--- src/rtl/swr_pkg.sv ---
package swr_pkg;

    localparam int CHIP_W  = 2;
    localparam int ADDR_W  = 5;
    localparam int DATA_W  = 8;
    localparam int FRAME_W = CHIP_W + 1 + ADDR_W + DATA_W;
    localparam int CNT_W   = $clog2(FRAME_W + 2);

    localparam logic [CNT_W-1:0] CNT_FULL = CNT_W'(FRAME_W);
    localparam logic [CNT_W-1:0] CNT_SAT  = CNT_W'(FRAME_W + 1);

    // Frame layout, first bit on the wire is the MSB of this struct.
    typedef struct packed {
        logic [CHIP_W-1:0] chip;
        logic              wr;
        logic [ADDR_W-1:0] addr;
        logic [DATA_W-1:0] data;
    } frame_t;

    // Write request from the frame decoder to the register bank.
    typedef struct packed {
        logic              en;
        logic [ADDR_W-1:0] addr;
        logic [DATA_W-1:0] data;
    } wreq_t;

    function automatic logic [DATA_W-1:0] reg_default(input int idx);
        case (idx)
            0:       return 8'h01;
            1:       return 8'hFF;
            default: return 8'h00;
        endcase
    endfunction

endpackage

--- src/rtl/swr_sync.sv ---
module swr_sync #(
    parameter int           W       = 1,
    parameter logic [W-1:0] RST_VAL = '0
) (
    input  logic         clk,
    input  logic         rst,
    input  logic [W-1:0] d,
    output logic [W-1:0] q
);

    logic [W-1:0] stage1;

    always_ff @(posedge clk) begin
        if (rst) begin
            stage1 <= RST_VAL;
            q      <= RST_VAL;
        end else begin
            stage1 <= d;
            q      <= stage1;
        end
    end

endmodule

--- src/rtl/swr_frame.sv ---
module swr_frame
    import swr_pkg::*;
#(
    parameter int NREG = 32
) (
    input  logic              clk,
    input  logic              rst,
    input  logic              s_csn,
    input  logic              s_sclk,
    input  logic              s_sdi,
    input  logic [CHIP_W-1:0] chip_id,
    input  logic              wr_allow,
    output wreq_t             wreq
);

    localparam logic [ADDR_W:0] NREG_L = (ADDR_W + 1)'(NREG);

    logic               sclk_d;
    logic               csn_d;
    logic [CNT_W-1:0]   cnt;
    logic [FRAME_W-1:0] sh;
    frame_t             f;
    logic               sclk_rise;
    logic               cs_rise;
    logic               frame_ok;

    assign sclk_rise = s_sclk & ~sclk_d & ~s_csn;
    assign cs_rise   = s_csn & ~csn_d;
    assign f         = frame_t'(sh);

    always_ff @(posedge clk) begin
        if (rst) begin
            sclk_d <= 1'b0;
            csn_d  <= 1'b1;
            cnt    <= '0;
            sh     <= '0;
        end else begin
            sclk_d <= s_sclk;
            csn_d  <= s_csn;
            if (s_csn) begin
                cnt <= '0;
                sh  <= '0;
            end else if (sclk_rise) begin
                sh <= {sh[FRAME_W-2:0], s_sdi};
                if (cnt != CNT_SAT) begin
                    cnt <= cnt + 1'b1;
                end
            end
        end
    end

    assign frame_ok = (cnt == CNT_FULL) && f.wr && (f.chip == chip_id)
                      && ({1'b0, f.addr} < NREG_L);

    always_comb begin
        wreq.en   = cs_rise & frame_ok & wr_allow;
        wreq.addr = f.addr;
        wreq.data = f.data;
    end

    // Each sampled edge below saturation advances the count by one
    p_count_step_r1: assert property (@(posedge clk) disable iff (rst)
        (sclk_rise && cnt != CNT_SAT) |=> (cnt == $past(cnt) + 1'b1));

    // Overlong frames stay flagged and never wrap back
    p_sat_hold_r3: assert property (@(posedge clk) disable iff (rst)
        (cnt == CNT_SAT && !s_csn) |=> (cnt == CNT_SAT));

    // Idle select leaves no partial frame behind
    p_idle_clear_r10: assert property (@(posedge clk) disable iff (rst)
        s_csn |=> (cnt == '0 && sh == '0));

endmodule

--- src/rtl/swr_regbank.sv ---
module swr_regbank
    import swr_pkg::*;
#(
    parameter int NREG     = 32,
    parameter int RUN_ADDR = 0
) (
    input  logic                   clk,
    input  logic                   rst,
    input  logic                   pdn_n,
    input  wreq_t                  wreq,
    output logic [NREG*DATA_W-1:0] regs_flat,
    output logic                   timing_run
);

    function automatic logic [NREG*DATA_W-1:0] all_defaults();
        logic [NREG*DATA_W-1:0] v;
        for (int i = 0; i < NREG; i++) begin
            v[i*DATA_W +: DATA_W] = reg_default(i);
        end
        return v;
    endfunction

    localparam logic [NREG*DATA_W-1:0] DEF_FLAT = all_defaults();

    function automatic logic [DATA_W-1:0] byte_at(input logic [NREG*DATA_W-1:0] v,
                                                  input logic [ADDR_W-1:0]      a);
        int idx;
        idx = int'(a) % NREG;
        return v[idx*DATA_W +: DATA_W];
    endfunction

    for (genvar g = 0; g < NREG; g++) begin : g_reg
        always_ff @(posedge clk) begin
            if (rst || !pdn_n) begin
                regs_flat[g*DATA_W +: DATA_W] <= reg_default(g);
            end else if (wreq.en && wreq.addr == ADDR_W'(g)) begin
                regs_flat[g*DATA_W +: DATA_W] <= wreq.data;
            end
        end
    end

    assign timing_run = regs_flat[RUN_ADDR*DATA_W];

    // Without a write request, the bank holds its contents
    p_hold_r2: assert property (@(posedge clk) disable iff (rst || !pdn_n)
        !wreq.en |=> $stable(regs_flat));

    // An accepted request lands in the addressed byte
    p_write_lands_r1: assert property (@(posedge clk) disable iff (rst || !pdn_n)
        wreq.en |=> (byte_at(regs_flat, $past(wreq.addr)) == $past(wreq.data)));

    // Power-down forces defaults
    p_defaults_r7: assert property (@(posedge clk) disable iff (rst)
        !pdn_n |=> (regs_flat == DEF_FLAT));

endmodule

--- src/rtl/serial_regfile_wr.sv ---
module serial_regfile_wr
    import swr_pkg::*;
#(
    parameter int NREG     = 32,
    parameter int RUN_ADDR = 0
) (
    input  logic                   clk,
    input  logic                   rst,
    input  logic                   pdn_n,
    input  logic                   mclk_ok,
    input  logic [CHIP_W-1:0]      chip_id,
    input  logic                   csn,
    input  logic                   sclk,
    input  logic                   sdi,
    output logic [NREG*DATA_W-1:0] regs_flat,
    output logic                   timing_run
);

    logic [2:0] raw_bus;
    logic [2:0] sync_bus;
    wreq_t      wreq;
    logic       wr_allow;

    assign raw_bus  = {csn, sclk, sdi};
    assign wr_allow = pdn_n & mclk_ok;

    swr_sync #(
        .W       (3),
        .RST_VAL (3'b100)
    ) u_sync (
        .clk (clk),
        .rst (rst),
        .d   (raw_bus),
        .q   (sync_bus)
    );

    swr_frame #(
        .NREG (NREG)
    ) u_frame (
        .clk      (clk),
        .rst      (rst),
        .s_csn    (sync_bus[2]),
        .s_sclk   (sync_bus[1]),
        .s_sdi    (sync_bus[0]),
        .chip_id  (chip_id),
        .wr_allow (wr_allow),
        .wreq     (wreq)
    );

    swr_regbank #(
        .NREG     (NREG),
        .RUN_ADDR (RUN_ADDR)
    ) u_bank (
        .clk        (clk),
        .rst        (rst),
        .pdn_n      (pdn_n),
        .wreq       (wreq),
        .regs_flat  (regs_flat),
        .timing_run (timing_run)
    );

    // Writes never land while the clock flag is low
    p_no_write_without_clk_r8: assert property (@(posedge clk) disable iff (rst || !pdn_n)
        !mclk_ok |=> $stable(regs_flat));

endmodule

--- config.mk ---
export PLATFORM = sky130hd
export DESIGN_NAME = serial_regfile_wr
export DESIGN_NICKNAME = d
export VERILOG_FILES = /design/src/rtl/swr_pkg.sv /design/src/rtl/swr_sync.sv /design/src/rtl/swr_frame.sv /design/src/rtl/swr_regbank.sv /design/src/rtl/serial_regfile_wr.sv
export SDC_FILE = /design/constraint.sdc
export NUM_CORES = 1
export LEC_CHECK = 0
export CAP_MARGIN = 5
export CORE_MARGIN = 3
export CORE_UTILIZATION = 46
export DETAILED_ROUTE_END_ITERATION = 16
export GPL_ROUTABILITY_DRIVEN = 0
export PLACE_DENSITY_LB_ADDON = 0.12
export REMOVE_ABC_BUFFERS = 1
export SETUP_SLACK_MARGIN = 0.1
export SYNTH_ARGS = -nofsm -noshare
export SYNTH_HDL_FRONTEND = slang
export SYNTH_SLANG_ARGS = --single-unit
export TNS_END_PERCENT = 5
--- constraint.sdc ---
create_clock -name clk -period 2.7 [get_ports clk]
set_input_delay 0.54 -clock clk [delete_from_list [all_inputs] [get_ports clk]]
set_output_delay 0.54 -clock clk [all_outputs]
set_load 0.05 [all_outputs]
Yosys cells after proc, flatten, opt, wreduce, memory -nomap -nowiden
Cells that the tools add are included.
{ "totals": {"ff_bits": 285, "mem_bits_rw": 0, "output_inout_bits": 257, "elab_cells": 121, "memories": 0, "romBits": 0, "inputBits": 9, "latchBits": 0} }
{ "op_classes": {"div_mod_pow": 0, "reduce_logical": 39, "bitwise_logic": 9, "order_cmp": 0, "add_sub_neg": 1, "shift": 0, "eq_ne": 34, "muxes": 0, "n_mul": 0} }
{ "op_table": {"columns": ["cell", "n"], "rows": [
  ["equality test 5 bit (second input constant)", 17],
  ["equality test 5 x 4 -> 1 bit (second input constant)", 8],
  ["logical AND 1 bit", 34],
  ["equality test 5 x 3 -> 1 bit (second input constant)", 4],
  ["equality test 5 x 2 -> 1 bit (second input constant)", 2],
  ["bitwise AND 1 bit", 6],
  ["adder 5 x 1 -> 5 bit (second input constant)", 1],
  ["equality test 5 x 1 -> 1 bit (second input constant)", 1],
  ["logical NOT 5 bit", 1],
  ["inequality test 5 bit (second input constant)", 1],
  ["inverter 1 bit", 3],
  ["equality test 2 bit", 1],
  ["AND reduction 2 bit", 1],
  ["OR reduction 2 bit", 1],
  ["logical NOT 1 bit", 1],
  ["logical OR 1 bit", 1]
]} }

Logic depth before layout (Yosys ltp)
{ "logic_depth": {"depth_word": 6, "ltp_mapped": 8} }

Modules after synthesis
Synthesis repeated with hierarchy kept, for this count alone.
{ "hier_totals": {"cells_unflattened": 1036, "area_unflattened_um2": 10596.4} }
{ "modules_own_cells": {"columns": ["module", "cells_each", "seq_area_each_um2", "instances", "area_each_um2"], "rows": [
  ["swr_regbank", 898, 5124.9, 1, 9397.8],
  ["swr_frame", 125, 460.4, 1, 1034.7],
  ["swr_sync", 12, 120.1, 1, 157.7],
  ["serial_regfile_wr", 1, 0.0, 1, 6.3]
]} }

Worst setup path before layout
OpenSTA, ideal clock, no wires.
{ "synth_path": {"kind": "input to register", "start": "input chip_id[1]", "end": "register u_bank.regs_flat[144]", "setup_slack_ps": 706, "cell_stages": 5, "arrival_ps": 1857, "path_buffers": 1, "required_ps": 2563, "cell_sequence": "xor2_1 -> nor4_1 -> nand3b_1 -> clkbuf_1 -> mux2i_1"} }
{ "synth_via": {"elab_chain_len": 5} }
{ "synth_rtl": {"columns": ["element", "line", "rtl"], "rows": [
  ["from (decl)", "serial_regfile_wr.sv:11", "input logic [CHIP_W-1:0] chip_id,"],
  ["equality test 2 bit", "swr_frame.sv:52", "assign frame_ok = (cnt == CNT_FULL) && f.wr && (f.chip == chip_id)"],
  ["logical AND 1 bit", "swr_frame.sv:52", null],
  ["bitwise AND 1 bit (2 in series)", "swr_frame.sv:56", "wreq.en = cs_rise & frame_ok & wr_allow;"],
  ["logical AND 1 bit", "swr_regbank.sv:36", "end else if (wreq.en && wreq.addr == ADDR_W'(g)) begin"],
  ["to (signal, indexed assignment)", "swr_regbank.sv:35", "regs_flat[g*DATA_W +: DATA_W] <= reg_default(g);"],
  ["to (signal, indexed assignment)", "swr_regbank.sv:37", "regs_flat[g*DATA_W +: DATA_W] <= wreq.data;"],
  ["to (decl)", "swr_regbank.sv:11", "output logic [NREG*DATA_W-1:0] regs_flat,"]
]} }
Every way passes these cells.
A chain may end at the register's enable or synchronous reset.

Worst setup path after layout
{ "layout_path": {"start": "register u_frame.sh[8] (netlist: u_frame.f[8])", "end": "register u_bank.regs_flat[217]"} }
{ "layout_via": {"elab_chain_len": 2} }
{ "layout_rtl": {"columns": ["element", "line", "rtl"], "rows": [
  ["from (decl)", "swr_frame.sv:21", "logic [FRAME_W-1:0] sh;"],
  ["from (signal assigned)", "swr_frame.sv:44", "sh <= {sh[FRAME_W-2:0], s_sdi};"],
  ["equality test 5 bit", "swr_regbank.sv:36", null],
  ["logical AND 1 bit", "swr_regbank.sv:36", null]
]} }
Every way passes these cells.

==> run summary <==
status: completed
# nets final: 1318
CP arrival: 2.79 ns
Peak VDD IR: 476 uV
RR Startpoint: u_frame.f[8]
Yosys warnings: 0
worst-path fanout max: 10
worst r2r dst: u_bank.regs_flat[217]
Final ANT Viol Nets: 0
vias in the first global route: 8021
clk slew on worst S/H paths: 0.06 ns
I/O Buffers: 265
Placement Setup Slack: 0.00125 ns
Worst EP required: 3.16 ns
Remaining DRCs: 0
Final min period: 2.33 ns
Slew headroom: 43.4%
detailed placer's ending HPWL: 20.3 mm
most common cell after layout, fill and taps aside: dfxtp_1
Register Area: 5710 sq um
Chip Height: 158 um
HP Class: reg2reg
placed insts: 1559
Total Routed Length: 30.1 mm
syn avg cell area: 10.3 sq um
first-pass GRT wire length: 46.0 mm
Final Instance Area: 14800 sq um
Starting Density: 46.9%
initial antenna violation count: 0
Netlist cell types: 45
CTS Sinks: 285
Synth async-reset ratio: 0%
hold_sp: u_sync.stage1[2]
GRT met1 Usage: 30.4%
GR Overflow Total: 0
final core occ: 65.4%
cells after synthesis: 1036
reg2reg setup slack: 0.37 ns
GRT Util Overall: 23.3%
grt met3 use: 6.83%
Setup Buffers After CTS: 0
Cell Pwr Density: 575 nW/um^2
crit end category: register
post-place instance area: 13800 sq um
Avg WL per Cell: 18.7 um
worst-margin pin slew: 0.849 ns
Post-synth top flop: dfxtp_1
CP Cell Sequence: and4_1 > nor3b_1 > buf_4 > nand3_2 > mux2i_1
RSZ-0062 raised after global routing: false
Yosys top cell by area: dfxtp_1
cells taking the most area after synthesis: dfxtp_1 54%, mux2i_1 23%, nand2_1 10%
crit start category: register
reg2reg path depth: 5
die area: 25000 sq um
Crit Path Class: reg2reg
Hold Path Stages: 1
Layout area overhead: 39.5%
Leakage: 6.85 nW
share of the synthesized area in the top cell type: 53.6%
Num CTS Buffers: 30
final hold violations: 0
die span in x: 158 um
worst hold margin: 0.419 ns
GRT Max-Usage Layer: met2
largest net degree at the start of global routing: 50
CORE AREA: 22700 sq um
met2 Resource Use GR: 38.1%
Setup Skew: 0.0128 ns
row count: 55
initial drt markers: 334
H-tree levels: 1
drt first pass iters: 4
most frequent cells in the layout: 285 x dfxtp_1, 284 x nand2_1, 265 x clkdlybuf4s50_1
Total Power: 8.53 mW
sequential area share after synthesis: 53.6%
Via density: 5.12
maxcap violations: 0
area of the multi-input gates: 4620 sq um
hold buffers post-CTS: 0
post-cts resize count: 0
Fillers: 1842
FF+latch count, synth: 285
IO Pins: 266
n_diodes: 0
fmax: 428 MHz
Final WS setup: 0.366 ns
Post-Synthesis Cell Area: 10600 sq um
crit-path max cell delay: 0.55 ns
Fin Setup TNS: 0 ns
fraction of layout cells with a size suffix above 1: 10.4%
Slew Limit Fails: 0
CTS tree: yes
Post-synth EDFFs: 0
worst hold endpoint: u_sync.q[2]
non-filler cells, final: 1613
slowest stage cell on the critical path: dfxtp_1
worst-case clock buffer depth: 3
fin crit share: 86.4%
Setup violations, final: 0
worst-skew pair later-pin latency: 0.54 ns
Vias: 8262
Root Buffer: clkbuf_16
-- cells in the mapped netlist, drive strengths merged (4+ instances only) --
master  count
clkbuf     62
nor4       11
nand4      21
nor2b       7
a31oi       8
dfxtp     285
nand3       8
a21oi      17
nor2       11
buf        17
xor2        4
inv         4
nor3b       5
nand4b      4
mux2i     249
nand3b      4
o21ai       8
nand2     288
-- power by group --
| part | leakage (nW) | total (mW) | internal [mW] | switching [mW] |
|---|---|---|---|---|
| clock network | 0.502 | 4.19 | 2.53 | 1.65 |
| registers | 2.30 | 4.21 | 4.21 | 0.00270 |
| logic | 4.05 | 0.135 | 0.0444 | 0.0907 |
-- how the worst max path moves through the flow --
stage,startpoint,to,depth (start not counted)
floorplan,rst,u_bank.regs_flat[100],3
CTS,u_frame.f[8],u_bank.regs_flat[217],5
finish,u_frame.f[8],u_bank.regs_flat[217],5
detailed placement,chip_id[1],u_bank.regs_flat[160],6
global placement,chip_id[1],u_bank.regs_flat[64],5
global route,u_frame.f[8],u_bank.regs_flat[223],5
-- worst max-delay path: cells and delay by family, from the launching register on --
| kind | cells | cell delay (ns) |
|---|---|---|
| buf+inv | 1 | 0.22 |
| flops | 1 | 0.55 |
| mux | 1 | 0.29 |
| simple gates | 3 | 1.19 |
-- routing by layer --
metal,share of wire [%],routed length (um)
met3,8.0,2400
met2,46,13900
met1,43,13100
met4,2.2,670
met5,0,0
-- state kept, by name, summed over array words and instances, names as in the netlist --
register / count
u_sync.stage1: 3
u_frame.f: 16
u_bank.regs_flat: 256
u_frame.csn_d: 1
u_frame.cnt: 5
u_sync.q: 3
u_frame.sclk_d: 1
-- cells by family (layout without fill, tap and decap cells) --
group                    count (synthesis)  in the layout  synth area share [%]
XOR/XNOR                                 5              5                 0.412
multiplexers                           249            249                  23.4
adder cells (fa/ha/maj)                  3              3                 0.353
flip-flops                             285            285                  53.6
AO/OA/AOI/OAI                           35             35                  1.80
AND/OR/NAND/NOR                        376            376                  17.2
buffers and inverters                   83            375                  3.19
-- cell type report --
type                            count  share of cell area [%]
Inverter                            4                   0.101
Sequential cell                   285                    38.4
Multi-Input combinational cell    668                    31.1
Clock inverter                      6                   0.581
Timing Repair Buffer              317                    21.1
Clock buffer                       48                    6.26
Tap cell                          285                    2.40
Note: power is estimated with default switching activity, not from simulation.
